File: src/rtl/deser_pkg.sv
package deser_pkg;

  typedef enum logic {
    SRC_SHIFT  = 1'b0,
    SRC_BYPASS = 1'b1
  } src_e;

  // Map a requested ratio onto a supported one; unsupported requests fall back to max_j.
  function automatic int unsigned fit_ratio(input int unsigned req, input int unsigned max_j);
    case (req)
      1, 2, 4, 7, 8, 10: return (req <= max_j) ? req : max_j;
      default:           return max_j;
    endcase
  endfunction

  function automatic src_e pick_src(input int unsigned j);
    return (j <= 2) ? SRC_BYPASS : SRC_SHIFT;
  endfunction

endpackage

File: src/rtl/deser_phase_ctrl.sv
module deser_phase_ctrl #(
  parameter int MAX_J    = 10,
  parameter int DEF_LOAD = 2,
  parameter int CW       = 4
) (
  input  logic          clk,
  input  logic          rst_n,
  input  logic [CW-1:0] cfg_j,
  input  logic          slip_i,
  output logic [CW-1:0] pos_o,
  output logic [CW-1:0] offset_o,
  output logic          load_en_o,
  output logic          slow_en_o,
  output logic          full_o
);
  localparam logic [CW-1:0] ONE  = CW'(1);
  localparam logic [CW-1:0] DEFP = CW'(DEF_LOAD);

  logic [CW-1:0] pos, off, fill, def_pt, load_pt, last_pos;
  logic [CW:0]   sum;
  logic          pend, slip_now, at_last;

  assign last_pos = cfg_j - ONE;
  assign at_last  = (pos == last_pos);
  assign slip_now = pend | slip_i;

  // Default load point only applies when the period is long enough to hold it.
  assign def_pt  = (cfg_j > DEFP) ? DEFP : '0;
  assign sum     = {1'b0, def_pt} + {1'b0, off};
  assign load_pt = (sum >= {1'b0, cfg_j}) ? CW'(sum - {1'b0, cfg_j}) : sum[CW-1:0];

  always_ff @(posedge clk) begin
    if (!rst_n) begin
      pos  <= '0;
      off  <= '0;
      fill <= '0;
      pend <= 1'b0;
    end else begin
      pos  <= at_last ? '0 : pos + ONE;
      pend <= at_last ? 1'b0 : slip_now;
      // Boundary moves only at the end of a period, so the next period is whole.
      if (at_last && slip_now)
        off <= (off == last_pos) ? '0 : off + ONE;
      if (fill != last_pos)
        fill <= fill + ONE;
    end
  end

  assign pos_o     = pos;
  assign offset_o  = off;
  assign load_en_o = (pos == load_pt);
  assign slow_en_o = (pos == '0);
  assign full_o    = (fill == last_pos);

endmodule

File: src/rtl/deser_capture.sv
module deser_capture #(
  parameter int MAX_J     = 10,
  parameter bit BYPASS_EN = 1'b1
) (
  input  logic             clk,
  input  logic             rst_n,
  input  logic             sdata_i,
  input  logic             bypass_i,
  output logic [MAX_J-1:0] win_o
);
  logic [MAX_J-2:0] sr;
  logic             prev;

  // Long shift path; held still while the short path is in use.
  always_ff @(posedge clk) begin
    if (!rst_n) begin
      sr <= '0;
    end else if (!bypass_i) begin
      sr[0] <= sdata_i;
      for (int k = 1; k < MAX_J - 1; k++) sr[k] <= sr[k-1];
    end
  end

  generate
    if (BYPASS_EN) begin : g_pair
      always_ff @(posedge clk) begin
        if (!rst_n) prev <= 1'b0;
        else        prev <= sdata_i;
      end
    end else begin : g_nopair
      assign prev = 1'b0;
    end
  endgenerate

  // Window includes the bit being sampled at this edge.
  assign win_o = bypass_i ? MAX_J'({prev, sdata_i}) : {sr, sdata_i};

endmodule

File: src/rtl/deser_word_regs.sv
module deser_word_regs #(
  parameter int MAX_J = 10,
  parameter int CW    = 4
) (
  input  logic             clk,
  input  logic             rst_n,
  input  logic [CW-1:0]    cfg_j,
  input  logic [MAX_J-1:0] win_i,
  input  logic             load_en_i,
  input  logic             full_i,
  input  logic             slow_en_i,
  output logic [MAX_J-1:0] word_o,
  output logic             word_vld_o
);
  logic [MAX_J:0]   ext, ext_m1;
  logic [MAX_J-1:0] mask, stage;
  logic             stage_ok;

  assign ext    = (MAX_J+1)'(1) << cfg_j;
  assign ext_m1 = ext - (MAX_J+1)'(1);
  assign mask   = ext_m1[MAX_J-1:0];

  always_ff @(posedge clk) begin
    if (!rst_n) begin
      stage      <= '0;
      stage_ok   <= 1'b0;
      word_o     <= '0;
      word_vld_o <= 1'b0;
    end else begin
      if (load_en_i) begin
        stage <= win_i & mask;
        if (full_i) stage_ok <= 1'b1;
      end
      word_vld_o <= slow_en_i & stage_ok;
      if (slow_en_i && stage_ok) word_o <= stage;
    end
  end

endmodule

File: src/rtl/serdes_rx_deser.sv
module serdes_rx_deser
  import deser_pkg::*;
#(
  parameter  int MAX_J    = 10,
  parameter  int DEF_LOAD = 2,
  localparam int CW       = $clog2(MAX_J + 1)
) (
  input  logic             clk,
  input  logic             rst_n,
  input  logic [CW-1:0]    ratio_i,
  input  logic             sdata_i,
  input  logic             slip_i,
  output logic [MAX_J-1:0] word_o,
  output logic             word_vld_o
);
  logic [CW-1:0]    cfg_j, pos, offset;
  logic             load_en, slow_en, full;
  logic [MAX_J-1:0] win;
  src_e             src;

  // Ratio is configuration: captured only while reset is held.
  always_ff @(posedge clk) begin
    if (!rst_n) cfg_j <= CW'(fit_ratio(int'(ratio_i), MAX_J));
  end

  assign src = pick_src(int'(cfg_j));

  deser_phase_ctrl #(.MAX_J(MAX_J), .DEF_LOAD(DEF_LOAD), .CW(CW)) phase_i (
    .clk(clk), .rst_n(rst_n), .cfg_j(cfg_j), .slip_i(slip_i),
    .pos_o(pos), .offset_o(offset), .load_en_o(load_en),
    .slow_en_o(slow_en), .full_o(full)
  );

  deser_capture #(.MAX_J(MAX_J), .BYPASS_EN(1'b1)) cap_i (
    .clk(clk), .rst_n(rst_n), .sdata_i(sdata_i),
    .bypass_i(src == SRC_BYPASS), .win_o(win)
  );

  deser_word_regs #(.MAX_J(MAX_J), .CW(CW)) regs_i (
    .clk(clk), .rst_n(rst_n), .cfg_j(cfg_j), .win_i(win),
    .load_en_i(load_en), .full_i(full), .slow_en_i(slow_en),
    .word_o(word_o), .word_vld_o(word_vld_o)
  );

endmodule

File: config.mk
export PLATFORM = sky130hd
export DESIGN_NAME = serdes_rx_deser
export DESIGN_NICKNAME = d
export VERILOG_FILES = /design/src/rtl/deser_pkg.sv /design/src/rtl/deser_phase_ctrl.sv /design/src/rtl/deser_capture.sv /design/src/rtl/deser_word_regs.sv /design/src/rtl/serdes_rx_deser.sv
export SDC_FILE = /design/constraint.sdc
export NUM_CORES = 1
export LEC_CHECK = 0
export ABC_AREA = 1
export BUFFER_PORTS_ARGS = -buffer_cell sky130_fd_sc_hd__buf_4
export CORE_MARGIN = 2
export CORE_UTILIZATION = 39
export CTS_BUF_LIST = sky130_fd_sc_hd__clkbuf_8
export CTS_CLUSTER_DIAMETER = 30
export DETAILED_ROUTE_END_ITERATION = 10
export SLEW_MARGIN = 20
export SYNTH_ARGS = -nofsm -noshare
export SYNTH_HDL_FRONTEND = slang
export SYNTH_HIERARCHICAL = 1
export SYNTH_SLANG_ARGS = --single-unit
export TNS_END_PERCENT = 5
File: constraint.sdc
create_clock -name clk -period 8.35 [get_ports clk]
set_input_delay 1.67 -clock clk [delete_from_list [all_inputs] [get_ports clk]]
set_output_delay 1.67 -clock clk [all_outputs]
set_load 0.02 [all_outputs]
Word-level counts from Yosys, hierarchy flattened
Index checks and enable logic that the tools add are counted.

storage, ports and cells
  input bits = 8
  register bits after elaboration = 49
  logic and storage cells = 50
  output and inout port bits = 11

cells by class
  bitwise logic cells = 4
  $lt $le $gt $ge = 4
  equal/unequal tests = 11
  muxes and demuxes = 5
  reductions and logical operators = 7
  add/subtract/negate cells = 7
  shift-type cells = 1

operators with widths
  cell                                                            count
  equality test 4 bit                                             4
  adder 4 x 1 -> 4 bit, second input constant                     3
  bitwise AND 10 bit                                              1
  2-to-1 mux 10 bit                                               1
  left shift 1 x 4 -> 10 bit, first input constant                1
  subtractor 10 x 1 -> 10 bit, second input constant              1
  equality test 4 x 3 -> 1 bit, second input constant             2
  equality test 4 bit, second input constant                      2
  2-to-1 mux 4 bit                                                2
  OR reduction 6 bit                                              1
  adder 2 x 4 -> 5 bit                                            1
  greater-or-equal comparator 5 x 4 -> 1 bit                      1
  equality test 4 x 1 -> 1 bit, second input constant             1
  equality test 4 x 2 -> 1 bit, second input constant             1
  greater-than comparator 4 x 2 -> 1 bit, second input constant   1
  less-or-equal comparator 4 x 2 -> 1 bit, second input constant  1
  less-or-equal comparator 4 bit, second input constant           1
  zero test 4 bit                                                 1
  != test 4 bit                                                   1
  AND reduction 2 bit                                             2
  subtractor 4 x 1 -> 4 bit, second input constant                1
  subtractor 4 bit                                                1
  logical AND 1 bit                                               2
  2-to-1 mux 2 bit                                                1
  other kinds (5)                                                 5

Depth between registers and ports, before layout
Gate-level depths: netlist of run 1.

  word-level depth = 7
  mapped depth = 23
  depth with buffers taken out = 22

Hierarchy
Netlist of run 1, hierarchy kept.

modules (own cells, without submodules)
  module            cells each  area an instance (um^2)  sequential area each (um^2)  times used
  deser_phase_ctrl  195         1,217.4                  260.2                        1
  deser_word_regs   134         952.2                    440.4                        1
  deser_capture     54          387.9                    200.2                        1
  serdes_rx_deser   23          222.7                    120.1                        1

Least setup slack after synthesis of run 1
No wires, ideal clock.

  path type = register to register
  from = register cfg_j[1]
  to = register regs_i.stage[4]
  buffers on the path = 1
  arrival = 3.027 ns
  setup time = 0.072 ns
  data required time = 8.278 ns
  clock period less this slack = 3.100 ns
  path slack = 5.250 ns
  cell stages (with the launch flop) = 19
  path through = edfxtp_1 ha_1 o211ai_1 ha_1 ha_1 ha_1 a21oi_2 nand2_1 nand2_2 nand2_2 nand2_1 nand3_1 nand2_1 nand2_1 nor2_1 buf_2 nand2_1 nand3b_1 a21oi_1

between the ends
  longest elaborated chain between the ends = 6
  elaborated cells between the ends (all ways) = 13
  those cells by class = add/sub (3); order compare (3); eq/ne (1); shift (1); mux (4); bitwise (1)

ends and longest elaborated chain
  item                                                                                   line                    source
  from (decl)                                                                            serdes_rx_deser.sv:16   logic [CW-1:0] cfg_j, pos, offset;
  from (signal assigned)                                                                 serdes_rx_deser.sv:23   if (!rst_n) cfg_j <= CW'(fit_ratio(int'(ratio_i), MAX_J));
  greater-than comparator 4 x 2 -> 1 bit                                                 deser_phase_ctrl.sv:28  assign def_pt = (cfg_j > DEFP) ? DEFP : '0;
  2-to-1 mux 2 bit                                                                       deser_phase_ctrl.sv:28
  adder 2 x 4 -> 5 bit                                                                   deser_phase_ctrl.sv:29  assign sum = {1'b0, def_pt} + {1'b0, off};
  subtractor 4 bit / greater-or-equal comparator 5 x 4 -> 1 bit (equally long branches)  deser_phase_ctrl.sv:30  assign load_pt = (sum >= {1'b0, cfg_j}) ? CW'(sum - {1'b0, cfg_j}) : sum[CW-1:0];
  2-to-1 mux 4 bit *                                                                     deser_phase_ctrl.sv:30
  equality test 4 bit *                                                                  deser_phase_ctrl.sv:51  assign load_en_o = (pos == load_pt);
  via load_en                                                                            serdes_rx_deser.sv:17   logic load_en, slow_en, full;
  to (signal assigned)                                                                   deser_word_regs.sv:31   stage <= win_i & mask;
  to (decl)                                                                              deser_word_regs.sv:16   logic [MAX_J-1:0] mask, stage;

Mark *: on every way through the listed nets, which the timed path passes. The rest lies on a longest branch.
A chain may end at the register's enable or synchronous reset.

Worst setup path after layout of run 1
  from = register cfg_j[0]
  to = register regs_i.stage[9]

Same word-level chain as after synthesis.

==> metrics.yaml, run 1 <==
status:
  outcome: "complete, no violations"
clock_network:
  hold_buffers: 0
  cts_resized: 0
  cts-buffers-inserted: 5
  clockBufferDepth: 2
  clock_latency_ps: 300
  numClockSinks: 49
  cts_post_setup_buffers_inserted: 0
  cts.clk_slew.worst_paths_ps: 90
  cts.htree.levels: 2
  cts_root_buffer: "clkbuf_8"
  cts_tree: "done"
timing:
  slew_headroom_pct: 43.5
  fmaxAchievable_mhz: 255
  slew_viol_final: 0
  final_hold_viol_count: 0
  post-route-min-period_ps: 3920
  tns_ps: 0
  skew_ps: 6.79
  final-setup-viol-count: 0
  rsz0062_at_grt: "false"
  fin_crit_sh_pct: 46.9
  worstMarginPinSlew_ps: 844
pwr:
  finalPower_mw: 0.541
  seq_power_share_pct: 49.6
  netSwitchingFraction_pct: 33.8
  p_switching_mw: 0.183
  combPwrFrac_pct: 24.9
  powerDensity_nw_per_um2: 176
  ir_drop_mv: 0.0681
  pwr-share-clk_pct: 25.6
  leakage_nw: 1.49
  p_int_mw: 0.358
drt:
  wire_per_inst_um: 10.8
  num_vias: 2463
  drt-initial-drc-count: 109
  drt-total-wl_um: 5640
  antenna_left: 0
  firstDrtPassIters: 4
  drc: 0
  avgViaCountPerCell: 4.72
synthesis:
  synth_edf_count: 4
  netlist_instances: 406
  synth_compound_area_share_pct: 10.4
  yosysUniqueCellTypes: 35
  yosys.area.top_type: "dfxtp_1"
  yosys.area_share.simple_pct: 34.7
  synthAdderAreaFrac_pct: 6.57
  syn_area_um2: 2780
  synth_top_area_share_pct: 32.4
  synth_area_per_cell_um2: 6.85
  synth_fp_nets: 428
  synthXorXnorAreaFrac_pct: 2.16
  ys.flop_type: "dfxtp_1"
  synth_top_family_by_area: "simple AND/OR/NAND/NOR gates"
  yosysWarnings: 6
  ys_seq_elements: 49
  async_flop_share_pct: 0
  synth.mux.area_fraction_pct: 0
  ys_top_cells_by_area: "dfxtp_1, nand2_1, nor2_1"
  ys_seq_area_share_pct: 36.7
floorplan:
  initial_utilization_pct: 40.7
  die_w_um: 88.4
  die_h_um: 88.4
  core-area_um2: 6830
  std_cell_rows: 30
  ios: 19
  die-area_um2: 7820
grt:
  grt_pass1_vias: 2122
  grt_max_degree: 28
  grt_overflow: 0
  grt_usage_pct: 15.8
  antenna_found_initial: 0
  grt_pass1_wl_um: 9770
final_layout:
  ff_latch_area_um2: 1020
  antennaDiodeCount: 0
  final_cell_mix: "nand2_1, nor2_1, inv_1, dfxtp_1, a21oi_1"
  final_common_cell: "nand2_1"
  nFillCells: 741
  stdcell_count: 522
  area_growth_pct: 10.8
  multiInputGateArea_um2: 1490
  drive_above_1_share_pct: 14.3
  fin_nets: 447
worst_setup_path:
  cp.arrival_ps: 4120
  end_kind: "flop"
  worstSetupPathType: "reg2reg"
  startpoint_type: "flop"
  crit_path_max_fanout: 14
  worstPathRequired_ps: 8550
place:
  place_inst: 514
  place_congestion: 0.842
  dp.final_hpwl_um: 4380
  io_buffers: 18
flow_run:
  max_cap_violations: 0
hold_path:
  hold_class: "reg2reg"
cell usage after synthesis (2+ instances only):
| master | n |
|---|---|
| a21oi_1 | 26 |
| a21oi_2 | 3 |
| buf_6 | 2 |
| clkbuf_1 | 2 |
| clkinv_1 | 2 |
| dfxtp_1 | 45 |
| edfxtp_1 | 4 |
| ha_1 | 13 |
| inv_1 | 47 |
| inv_2 | 9 |
| nand2_1 | 114 |
| nand2_2 | 13 |
| nand3_1 | 22 |
| nand3_2 | 3 |
| nand3b_1 | 3 |
| nand4_1 | 5 |
| nor2_1 | 50 |
| nor2_2 | 3 |
| nor3_1 | 5 |
| o21ai_0 | 17 |
| xnor2_1 | 2 |
| xor2_1 | 3 |
final cells by class:
class	count	share of cell area, %
tap	96	3.90
inverter	59	7.23
clock inverter	3	0.569
timing repair buffer	18	4.39
clock buffer	5	2.23
sequential	49	33.2
multi-input combinational	292	48.5
layer usage:
metal  share of wire [%]  track usage, %  vias up
li1                    -               -     1320
met1                  52            22.6     1107
met2                  43            24.1       30
met3                 3.6            2.80        6
met4                 1.4            5.37        0
met5                   0               0        -
flip-flops by register name, indices dropped and copies added, names as in the netlist:
register	flops
phase_i/offset_o	4
regs_i/word_o	10
phase_i/fill	4
phase_i/pos_o	4
phase_i/pend	1
regs_i/stage_ok	1
cap_i/sr	9
cfg_j	4
cap_i/prev	1
regs_i/stage	10
regs_i/word_vld_o	1
power groups by stage:
stage / sequential, mW / clock [mW] / combinational [mW]
final: 0.268 / 0.138 / 0.134
after global routing: 0.271 / 0.153 / 0.157
after floorplan: 0.270 / 0 / 0.108
after global placement: 0.273 / 0 / 0.134
after CTS: 0.268 / 0.145 / 0.135
after detailed placement: 0.274 / 0 / 0.135
critical path, cell delays in order, from the launching register on:
cell and delay (ps):
edfxtp_1 530, inv_2 130, ha_1 220, o211ai_1 180, ha_1 190, ha_1 240
ha_1 330, a21oi_2 210, nand2_1 90, nand2_2 120, nand2_2 90, nand2_1 90
nand3_1 70, nand2_1 70, nand2_1 50, nor2_1 650, inv_1 290, a32oi_1 230
nor2_1 50
path summary, 6_finish.rpt:
check,from,end,slack [ps],depth (start not counted)
worst max-delay path,cfg_j[0],regs_i/stage[9],4430,18
worst max register to register,cfg_j[0],regs_i/stage[9],4430,18
worst min-delay path,cap_i/sr[8],cap_i/sr[8],460,2
worst min register to register,cap_i/sr[8],cap_i/sr[8],460,2
through the flow:
stage	util (%)	worst slack, ps	hold WS [ps]	instance area, µm²
global placement	43.8	4550	443	2990
floorplan	-	5250	436	2780
finish	45.1	4430	461	3080
detailed placement	43.8	4440	454	2990
CTS	45.1	4410	468	3080
global route	45.1	4030	484	3080
cell families (layout without fill, tap and decap cells):
family | after synthesis | count (layout)
AOI/OAI and AO/OA | 52 | 52
xor gates and xnor gates | 6 | 6
adders and majority gates | 14 | 14
buffers and inverters | 65 | 85
DFF | 49 | 49
and+or+nand+nor | 220 | 220
Power figures use the tool's default switching activity.
==> run 2, diff against run 1 <==
clock period = 3.5 ns   (was 8.35 ns; I/O delays follow)
==> run 2 against run 1 <==
  * Non-clock buffer count increased by 9
  * Register-to-register slack got worse by 4100 ps
  * Setup slack got worse by 4100 ps
  * Sequential share of layout area decreased by 0.83 points
  * Largest cell class unchanged
  * Total power increased by 150%
  * First-iteration DRC count decreased by 8.3%
==> metrics.yaml, run 2 (same netlist as run 1, synthesis figures left out) <==
hold_path:
  hold_class: "reg2reg"
drt:
  antenna_left: 0  # unchanged
  num_vias: 2480  # +0.69%
  drt-initial-drc-count: 100  # -8.3%
  drt-total-wl_um: 5740  # +1.9%
  wire_per_inst_um: 10.8  # +0.21%
  drc: 0  # unchanged
  firstDrtPassIters: 4  # unchanged
  avgViaCountPerCell: 4.67  # -1.0%
final_layout:
  area_growth_pct: 13.6
  final_common_cell: "nand2_1"
  ff_latch_area_um2: 1020  # unchanged
  nFillCells: 718  # -3.1%
  drive_above_1_share_pct: 16.3  # +2.0 points
  multiInputGateArea_um2: 1490  # unchanged
  fin_nets: 456  # +2.0%
  final_cell_mix: "nand2_1, nor2_1, inv_1, dfxtp_1"
  top_regs: "regs_i/stage (10), regs_i/word_o (10), cap_i/sr (9)"
  antennaDiodeCount: 0  # unchanged
  stdcell_area_um2: 3160  # +2.6%
timing:
  fmaxAchievable_mhz: 316  # +24%
  skew_ps: 5.90  # -0.888 ps
  worstMarginPinSlew_ps: 355  # -488 ps
  fin_crit_sh_pct: 90.3  # +43 points
  final_hold_viol_count: 0  # unchanged
  final-setup-viol-count: 0  # unchanged
  rsz0062_at_grt: "false"
  tns_ps: 0  # unchanged
  slew_viol_final: 0  # unchanged
  post-route-min-period_ps: 3160  # -760 ps
  slew_headroom_pct: 76.3  # +33 points
place:
  dp.final_hpwl_um: 4490  # +2.3%
  io_buffers: 18  # unchanged
  place_congestion: 0.857  # +1.7%
  place_area_um2: 3030  # +1.3%
floorplan:
  std_cell_rows: 30  # unchanged
  die_h_um: 88.4  # unchanged
  core-area_um2: 6830  # unchanged
  initial_utilization_pct: 40.7  # unchanged
  ios: 19  # unchanged
  die-area_um2: 7820  # unchanged
  die_w_um: 88.4  # unchanged
worst_setup_path:
  cp.arrival_ps: 3360  # -760 ps
  worstSetupPathType: "reg2reg"
  startpoint_type: "flop"
  end_kind: "flop"
  worstPathRequired_ps: 3700  # -4850 ps
  crit_path_max_fanout: 14  # unchanged
clock_network:
  numClockSinks: 49  # unchanged
  cts_root_buffer: "clkbuf_8"
  cts.clk_slew.worst_paths_ps: 100  # about the same
  cts-buffers-inserted: 5  # unchanged
  cts_tree: "done"
  hold_buffers: 0  # unchanged
  clock_latency_ps: 300  # about the same
  cts.htree.levels: 2  # unchanged
  clockBufferDepth: 2  # unchanged
grt:
  antenna_found_initial: 0  # unchanged
  grt_overflow: 0  # unchanged
  grt_pass1_wl_um: 10100  # +3.3%
  grt_max_degree: 28  # unchanged
  grt_usage_pct: 16.1  # +0.26 points
  grt_pass1_vias: 2195  # +3.4%
pwr:
  powerDensity_nw_per_um2: 423  # +140%
  leakage_nw: 1.53  # +2.8%
  ir_drop_mv: 0.182  # +170%
status:
  outcome: "complete, no violations"
flow_run:
  max_cap_violations: 0  # unchanged
==> run 2: changes by cell type in the layout (fill, tap and decap cells not counted), sizes merged <==
| cell | previous run | this run |
|---|---|---|
| buf | 18 | 27 |
| clkinv | 4 | 3 |
| clkinvlp | 0 | 1 |
==> run 2: layer usage <==
metal  vias to the layer above  part of all wire, %  GRT usage [%]  wire length [µm]
met5                         -                    0              0                 0
met4                         0                 0.73           4.13                42
met3                         2                  2.9           2.52               167
met2                        39                   43           24.6              2490
met1                      1100                   53           23.7              3050
li1                       1339                    -              -                 -
==> run 2: final cells by class <==
class	instances	share of cell area [%]
clock inverters	3	0.792
inverters	59	7.05
multi-input cells	292	47.3
clock buffers	5	2.18
repair buffers	27	6.54
flip-flops and latches	49	32.3
well taps	96	3.80
==> run 2: stage by stage <==
| stage | hold WS, ps | setup WS (ps) | instances | utilization, % | power, mW |
|---|---|---|---|---|---|
| 6_report | 461 | 340 | 531 | 46.2 | 1.33 |
| 3_5_place_dp | 448 | 322 | 519 | 44.4 | 0.988 |
| 5_1_grt | 478 | 6.53 | 531 | 46.2 | 1.42 |
| 4_1_cts | 462 | 296 | 527 | 45.7 | 1.34 |
| 2_1_floorplan | 436 | 400 | 406 | - | 0.901 |
| 3_3_place_gp | 446 | 426 | 519 | 44.4 | 0.985 |
==> run 2: worst paths after layout <==
path                     from         endpoint  slack (ps)  cells past startpoint
setup / recovery     cfg_j[0]  regs_i/stage[9]         340                     19
hold / removal    cap_i/sr[8]      cap_i/sr[8]         460                      2
setup reg to reg     cfg_j[0]  regs_i/stage[9]         340                     19
hold reg to reg   cap_i/sr[8]      cap_i/sr[8]         460                      2
==> run 2: power by group <==
| group | internal [mW] | switching, mW | total [mW] |
|---|---|---|---|
| clock | 0.146 | 0.206 | 0.352 |
| combinational | 0.129 | 0.224 | 0.354 |
| sequential | 0.601 | 0.0281 | 0.629 |
==> run 2: repair_timing <==
action	in CTS	in global routing
buffers inserted	0	4
endpoints found under the setup margin	0	3
resized for setup	0	1
==> run 2: critical path: stages, from the launching register on <==
cell and delay [ps]:
edfxtp_1 410, inv_2 120, ha_1 150, o211ai_1 100, ha_1 210, ha_1 290, ha_1 330, a21oi_2 190
nand2_1 80, nand2_2 110, nand2_2 90, nand2_1 100, nand3_1 60, nand2_1 80, nand2_1 70, nor2_1 130
buf_6 170, inv_1 130, a32oi_1 180, nor2_1 50
